### src/rtl/clkdiv_ctrl.sv
module clkdiv_ctrl #(
  parameter int CNT_W = 12
) (
  input  logic       clk,
  input  logic       rst_n,
  input  logic       wr_en,
  input  logic [7:0] wr_data,
  output logic [7:0] rd_data,
  input  logic       wake,
  input  logic       ms_tick,
  input  logic       ms_irq_en,
  input  logic       ms_ovf,
  output logic       clk_en
);

  localparam logic [1:0] M_NORM = 2'b00;
  localparam logic [1:0] M_IMM  = 2'b01;
  localparam logic [1:0] M_DLY  = 2'b10;
  localparam logic [1:0] M_MAN  = 2'b11;

  logic [1:0]       mode_q;
  logic [2:0]       sel_q;
  logic             run_q, arm_q, woke_q;
  logic [CNT_W-1:0] cnt_q, lim;
  logic             auto_exit, start_tick;

  wire [1:0] wmode = wr_data[5:4];

  always_comb begin
    if (sel_q < 3'd5) lim = CNT_W'((32'd2 << sel_q) - 32'd1);
    else              lim = CNT_W'((32'd1024 << (sel_q - 3'd5)) - 32'd1);
  end

  assign start_tick = (mode_q == M_DLY) && arm_q && ms_tick;

  always_comb begin
    case (mode_q)
      M_IMM:   auto_exit = wake;
      M_DLY:   auto_exit = run_q && (ms_irq_en ? ms_tick : (woke_q && ms_ovf));
      default: auto_exit = 1'b0;
    endcase
  end

  always_ff @(posedge clk) begin
    if (!rst_n) begin
      mode_q <= M_NORM;
      sel_q  <= 3'd0;
      run_q  <= 1'b0;
      arm_q  <= 1'b0;
      woke_q <= 1'b0;
    end else if (wr_en) begin
      mode_q <= wmode;
      sel_q  <= wr_data[2:0];
      run_q  <= wmode[0];
      arm_q  <= (wmode == M_DLY);
      woke_q <= 1'b0;
    end else if (auto_exit) begin
      mode_q <= M_NORM;
      run_q  <= 1'b0;
      woke_q <= 1'b0;
    end else begin
      if (start_tick) begin
        arm_q <= 1'b0;
        run_q <= 1'b1;
      end
      if (mode_q == M_DLY && run_q && !ms_irq_en && wake) woke_q <= 1'b1;
    end
  end

  always_ff @(posedge clk) begin
    if (!rst_n || wr_en || !run_q || cnt_q == lim) cnt_q <= '0;
    else                                          cnt_q <= cnt_q + 1'b1;
  end

  assign clk_en  = !run_q || (cnt_q == lim);
  assign rd_data = {2'b00, mode_q, 1'b0, sel_q};

  a_r2_normal_en: assert property (@(posedge clk) disable iff (!rst_n)
    (rd_data[5:4] == M_NORM) |-> clk_en);

  a_r3_wake_exit: assert property (@(posedge clk) disable iff (!rst_n)
    (!wr_en && rd_data[5:4] == M_IMM && wake) |=> (rd_data[5:4] == M_NORM));

  a_r4_tick_exit: assert property (@(posedge clk) disable iff (!rst_n)
    (!wr_en && mode_q == M_DLY && run_q && ms_irq_en && ms_tick) |=> (rd_data[5:4] == M_NORM && clk_en));

  a_r6_manual_holds: assert property (@(posedge clk) disable iff (!rst_n)
    (!wr_en && rd_data[5:4] == M_MAN) |=> (rd_data[5:4] == M_MAN));

  a_r7_single_pulse: assert property (@(posedge clk) disable iff (!rst_n)
    (run_q && clk_en && !wr_en) |=> !clk_en);

  a_r8_write_wins: assert property (@(posedge clk) disable iff (!rst_n)
    wr_en |=> (rd_data[5:4] == $past(wr_data[5:4]) && rd_data[2:0] == $past(wr_data[2:0])));

endmodule

### config.mk
export PLATFORM = sky130hd
export DESIGN_NAME = clkdiv_ctrl
export DESIGN_NICKNAME = d
export VERILOG_FILES = /design/src/rtl/clkdiv_ctrl.sv
export SDC_FILE = /design/constraint.sdc
export NUM_CORES = 1
export LEC_CHECK = 0
export ABC_AREA = 0
export BUFFER_PORTS_ARGS = -buffer_cell sky130_fd_sc_hd__buf_2
export CORE_ASPECT_RATIO = 1.75
export CORE_UTILIZATION = 40
export DETAILED_ROUTE_END_ITERATION = 10
export PLACE_DENSITY_LB_ADDON = 0.15
export RECOVER_POWER = 100
export SETUP_SLACK_MARGIN = 0.15
export SYNTH_ARGS = -nofsm -noshare
export SYNTH_HDL_FRONTEND = slang
export SYNTH_SLANG_ARGS = --single-unit
### constraint.sdc
create_clock -name clk -period 3.87 [get_ports clk]
set_clock_uncertainty 0.2 [all_clocks]
set_input_delay 0.387 -clock clk [delete_from_list [all_inputs] [get_ports clk]]
set_output_delay 0.387 -clock clk [all_outputs]
set_load 0.01 [all_outputs]
Word-level counts from Yosys, hierarchy flattened:

Cells that the tools add are included.
Widths: inputs -> output; s select.

* bits in registers: 20
* word-level logic and storage cells: 49
* output and inout bits: 9
* input bits: 15

* reduce and logical (&&, ||, !) cells: 19
* add/sub/neg operators: 4
* $lt $le $gt $ge: 1
* shift-type cells: 2
* equality and inequality tests: 5
* bitwise gates (word level): 1
* multiplexer cells: 11

Operators with widths (number)
* $sub 12x1->12 const B: 2
* $add 12x1->12 const B: 1
* $eq 12x12->1: 1
* $mux 12: 1
* $shl 11x3->12 const A: 1
* $shl 2x3->12 const A: 1
* $logic_and 1x1->1: 7
* $mux 1: 7
* $eq 2x2->1 const B: 2
* $logic_or 1x1->1: 4
* $mux 2: 2
* $reduce_bool 2->1: 2
* $logic_not 1->1: 3
* $lt 3x3->1 const B: 1
* $reduce_bool 3->1: 1
* $reduce_or 3->1: 1
* $sub 3x3->3 const B: 1
* $eq 2x1->1 const B: 1
* $ne 2x2->1 const B: 1
* $pmux 1 s2: 1
* $reduce_and 2->1: 1
* $not 1->1: 1

Logic depth before layout (Yosys ltp):

* depth after elaboration: 6
* mapped depth: 11

Worst setup path before layout:

No wires, ideal clock.

* kind: flip-flop to output port
* start point: register sel_q[2]
* end point: output clk_en
* path slack: 0.809 ns
* path buffers: 3
* cell stages (with the launch flop): 11
* data required time: 3.283 ns
* data arrival time: 2.474 ns
* cells stage by stage: dfxtp_1 -> buf_4 -> buf_2 -> or3b_2 -> ha_1 -> buf_6 -> or2_0 -> a311o_1 -> a32oi_1 -> o311a_2 -> nand2b_1

* word-level cells in the longest chain between the ends: 6
* elaborated cells between the ends (all ways): 9
* those cells by class: 3 x add/sub; 1 x order compare; 1 x eq/ne; 2 x shift; 1 x mux; 1 x reduce/logical

Ends and longest elaborated chain
* start, declared: RTL line 22 `logic [2:0] sel_q;`
* start signal, assigned: RTL line 53 `sel_q <= wr_data[2:0];`
* $sub 3x3->3: RTL line 31 `else lim = CNT_W'((32'd1024 << (sel_q - 3'd5)) - 32'd1);`
* $shl 11x3->12: RTL line 31
* $sub 12x1->12: RTL line 31
* $mux 12 *: RTL line 30 `if (sel_q < 3'd5) lim = CNT_W'((32'd2 << sel_q) - 32'd1);`
* $eq 12x12->1 *: RTL line 75 `assign clk_en = !run_q || (cnt_q == lim);`
* $logic_or 1x1->1 *: RTL line 75
* end, declared: RTL line 13 `output logic clk_en`

Every way passes the cells marked *; elsewhere a longest branch is shown, timed or not.

Worst setup path after layout:

Ends and elaborated chain as after synthesis.

==> flow_metrics.env <==
export IMPL_status="finished clean"
export IMPL_setup_tns_ns=0
export IMPL_holdWs_ns=0.182
export IMPL_via_count=1199
export IMPL_whs_path_depth=3
export IMPL_wire_per_inst_um=12.8
export IMPL_place_ws_ns=0.702
export IMPL_min_from="wr_data[0]"
export IMPL_synth_seq_cells=20
export IMPL_synth_cells=169
export IMPL_synthDistinctLibCells=48
export IMPL_critPathMaxFanout=12
export IMPL_p_per_area_nw_per_um2=331
export IMPL_cts_tree="done"
export IMPL_cp_start_kind="register"
export IMPL_dieArea_um2=3600
export IMPL_r2r_cells=7
export IMPL_period_needed_ns=3.47
export IMPL_cp_data_required_time_ns=3.28
export IMPL_grt_total_usage=0.177
export IMPL_setup_violations=0
export IMPL_drive_gt1_frac=0.105
export IMPL_maxSlewHeadroom=0.638
export IMPL_vias_per_cell=5.35
export IMPL_reg2reg_to="cnt_q[3]"
export IMPL_core_area_um2=3180
export IMPL_ys_warn_count=0
export IMPL_cts_resized=0
export IMPL_yosysSeqAreaShare=0.298
export IMPL_vdd_drop_max_v=0.000183
export IMPL_grt_ovfl_total=0
export IMPL_holdCritPathClass="in -> reg"
export IMPL_drtIter0Drc=25
export IMPL_synth_ff_type="dfxtp_1"
export IMPL_hold_end="sel_q[0]"
export IMPL_hold_violations=0
export IMPL_fin_crit_sh=0.897
export IMPL_grt_start_max_net_pins=15
export IMPL_die_w_um=45.8
export IMPL_worst_setup_path_type="reg -> out"
export IMPL_num_rows=27
export IMPL_grt_pass1_vias=1126
export IMPL_async_flop_share=0
export IMPL_fill_cells=341
export IMPL_final_common_cell="nand2_1"
export IMPL_nets=201
export IMPL_cts_setup_buffers=0
export IMPL_grt_pass1_wl_um=4800
export IMPL_clock_latency_ns=0.26
export IMPL_layout_common_cells="nand2_1, dfxtp_1, nor2_1"
export IMPL_dieHeight_um=78.7
export IMPL_dp_hpwl_um=2220
export IMPL_totalWireLength_um=2870
export IMPL_end_kind="primary output"
export IMPL_synth_edf_count=0
export IMPL_clock_path_buffers=2
export IMPL_finalWeightedCongestion=0.861
export IMPL_diodes=0
export IMPL_area_growth_pct=10.2
export IMPL_drtAntennaViolNets=0
export IMPL_timing_rr_start="sel_q[2]"
export IMPL_grt_antenna_before_repair=0
export IMPL_slew_viol_final=0
export IMPL_cts_htree_levels=1
export IMPL_worst_slew_pin_slew_ns=0.543
export IMPL_path_clk_slew_ns=0.08
export IMPL_synth_area_um2=1340
export IMPL_maxCapViolCount=0
export IMPL_holdBufCountCts=0
export IMPL_grt_setup_unrepaired="no"
export IMPL_cts_root_buf="clkbuf_8"
export IMPL_io_pins=24
export IMPL_dr_pass1_iters=4
export IMPL_leakagePower_nw=0.573
export IMPL_r2r_slack_ns=1.15
export IMPL_setup_ws_ns=0.400
export IMPL_drc=0
export IMPL_synth_area_per_cell_um2=7.95
export IMPL_numPortBuffers=17
export IMPL_fmax_mhz=288
export IMPL_clock_sinks=20
export IMPL_arrival_ns=2.88
export IMPL_cts_buffers=3
export IMPL_initial_core_util=0.423
cell type report:
class / instances / area, um^2 / area share
multi-input cells: 131 / 841 / 0.568
flip-flops and latches: 20 / 400 / 0.270
repair buffers: 20 / 92.6 / 0.0625
well taps: 43 / 53.8 / 0.0363
clock buffers: 3 / 41.3 / 0.0279
clock inverters: 1 / 30.0 / 0.0203
inverters: 6 / 22.5 / 0.0152
sequential cells by signal, indices dropped and copies added (netlist names):
name	count
sel_q	3
arm_q	1
mode_q	2
run_q	1
woke_q	1
cnt_q	12
metrics by stage:
stage | instances | instance area, um^2 | power [mW] | util
floorplan | 171 | 1350 | 0.273 | -
global placement | 220 | 1430 | 0.286 | 0.449
detailed placement | 220 | 1430 | 0.288 | 0.449
CTS | 224 | 1500 | 0.498 | 0.471
global route | 224 | 1480 | 0.510 | 0.467
finish | 224 | 1480 | 0.491 | 0.467
synthesized netlist by cell type, drive strengths merged (2+ instances only):
cell    number  share of area
nand2       21          0.059
dfxtp       20           0.30
nor2        15          0.042
buf         10          0.054
xnor2        7          0.046
inv          6          0.017
xor2         6          0.039
a21oi        5          0.019
nand3        5          0.019
nor2b        5          0.023
nor3         5          0.019
clkbuf       4          0.011
ha           4          0.037
nand4b       4          0.026
o21ai        4          0.015
and2         3          0.014
mux2i        3          0.022
nand2b       3          0.014
nor3b        3          0.017
nor4         3          0.014
or3b         3          0.020
a32oi        2          0.013
and3         2         0.0093
nand4        2         0.0093
o211ai       2          0.011
o31ai        2          0.011
or2          2         0.0093
or3          2         0.0093
report_power, final:
part	leakage, nW	switching [mW]	internal [mW]
clock network	0.0357	0.0715	0.138
logic	0.375	0.0356	0.0301
registers	0.162	0.00560	0.210
layer usage:
| layer | vias up | track usage | share of wire |
|---|---|---|---|
| met1 | 568 | 0.189 | 0.40 |
| met4 | 0 | 0.0794 | 0.020 |
| met5 | - | 0 | 0 |
| met3 | 5 | 0.00690 | 0.015 |
| li1 | 608 | - | - |
| met2 | 18 | 0.331 | 0.56 |
worst max-delay path, stage by stage (launching register included):
cell and delay [ns]:
dfxtp_1 0.41, or3b_2 0.50, ha_1 0.33, or2_0 0.27, a311o_1 0.32, a32oi_1 0.15
o311a_2 0.34, nand2b_1 0.14, clkbuf_1 0.15
cells by family (layout without fill, tap and decap cells):
kind of cell,after synthesis,count (layout),synth area share
simple gates,82,82,0.331
compound gates,25,25,0.135
flops,20,20,0.298
buf+inv,20,30,0.0819
xor+xnor,13,13,0.0847
fa+ha+maj,5,5,0.0447
mux,3,3,0.0223
other cells,1,3,0.00279
worst max-delay path by stage:
stage	from	endpoint	slack [ns]	cells past startpoint
after floorplan	sel_q[2]	clk_en	0.81	10
after global placement	sel_q[2]	clk_en	0.75	8
after detailed placement	sel_q[2]	clk_en	0.70	8
after CTS	sel_q[2]	clk_en	0.40	8
after global routing	sel_q[2]	clk_en	0.26	8
final	sel_q[2]	clk_en	0.40	8
Power figures use the tool's default switching activity.
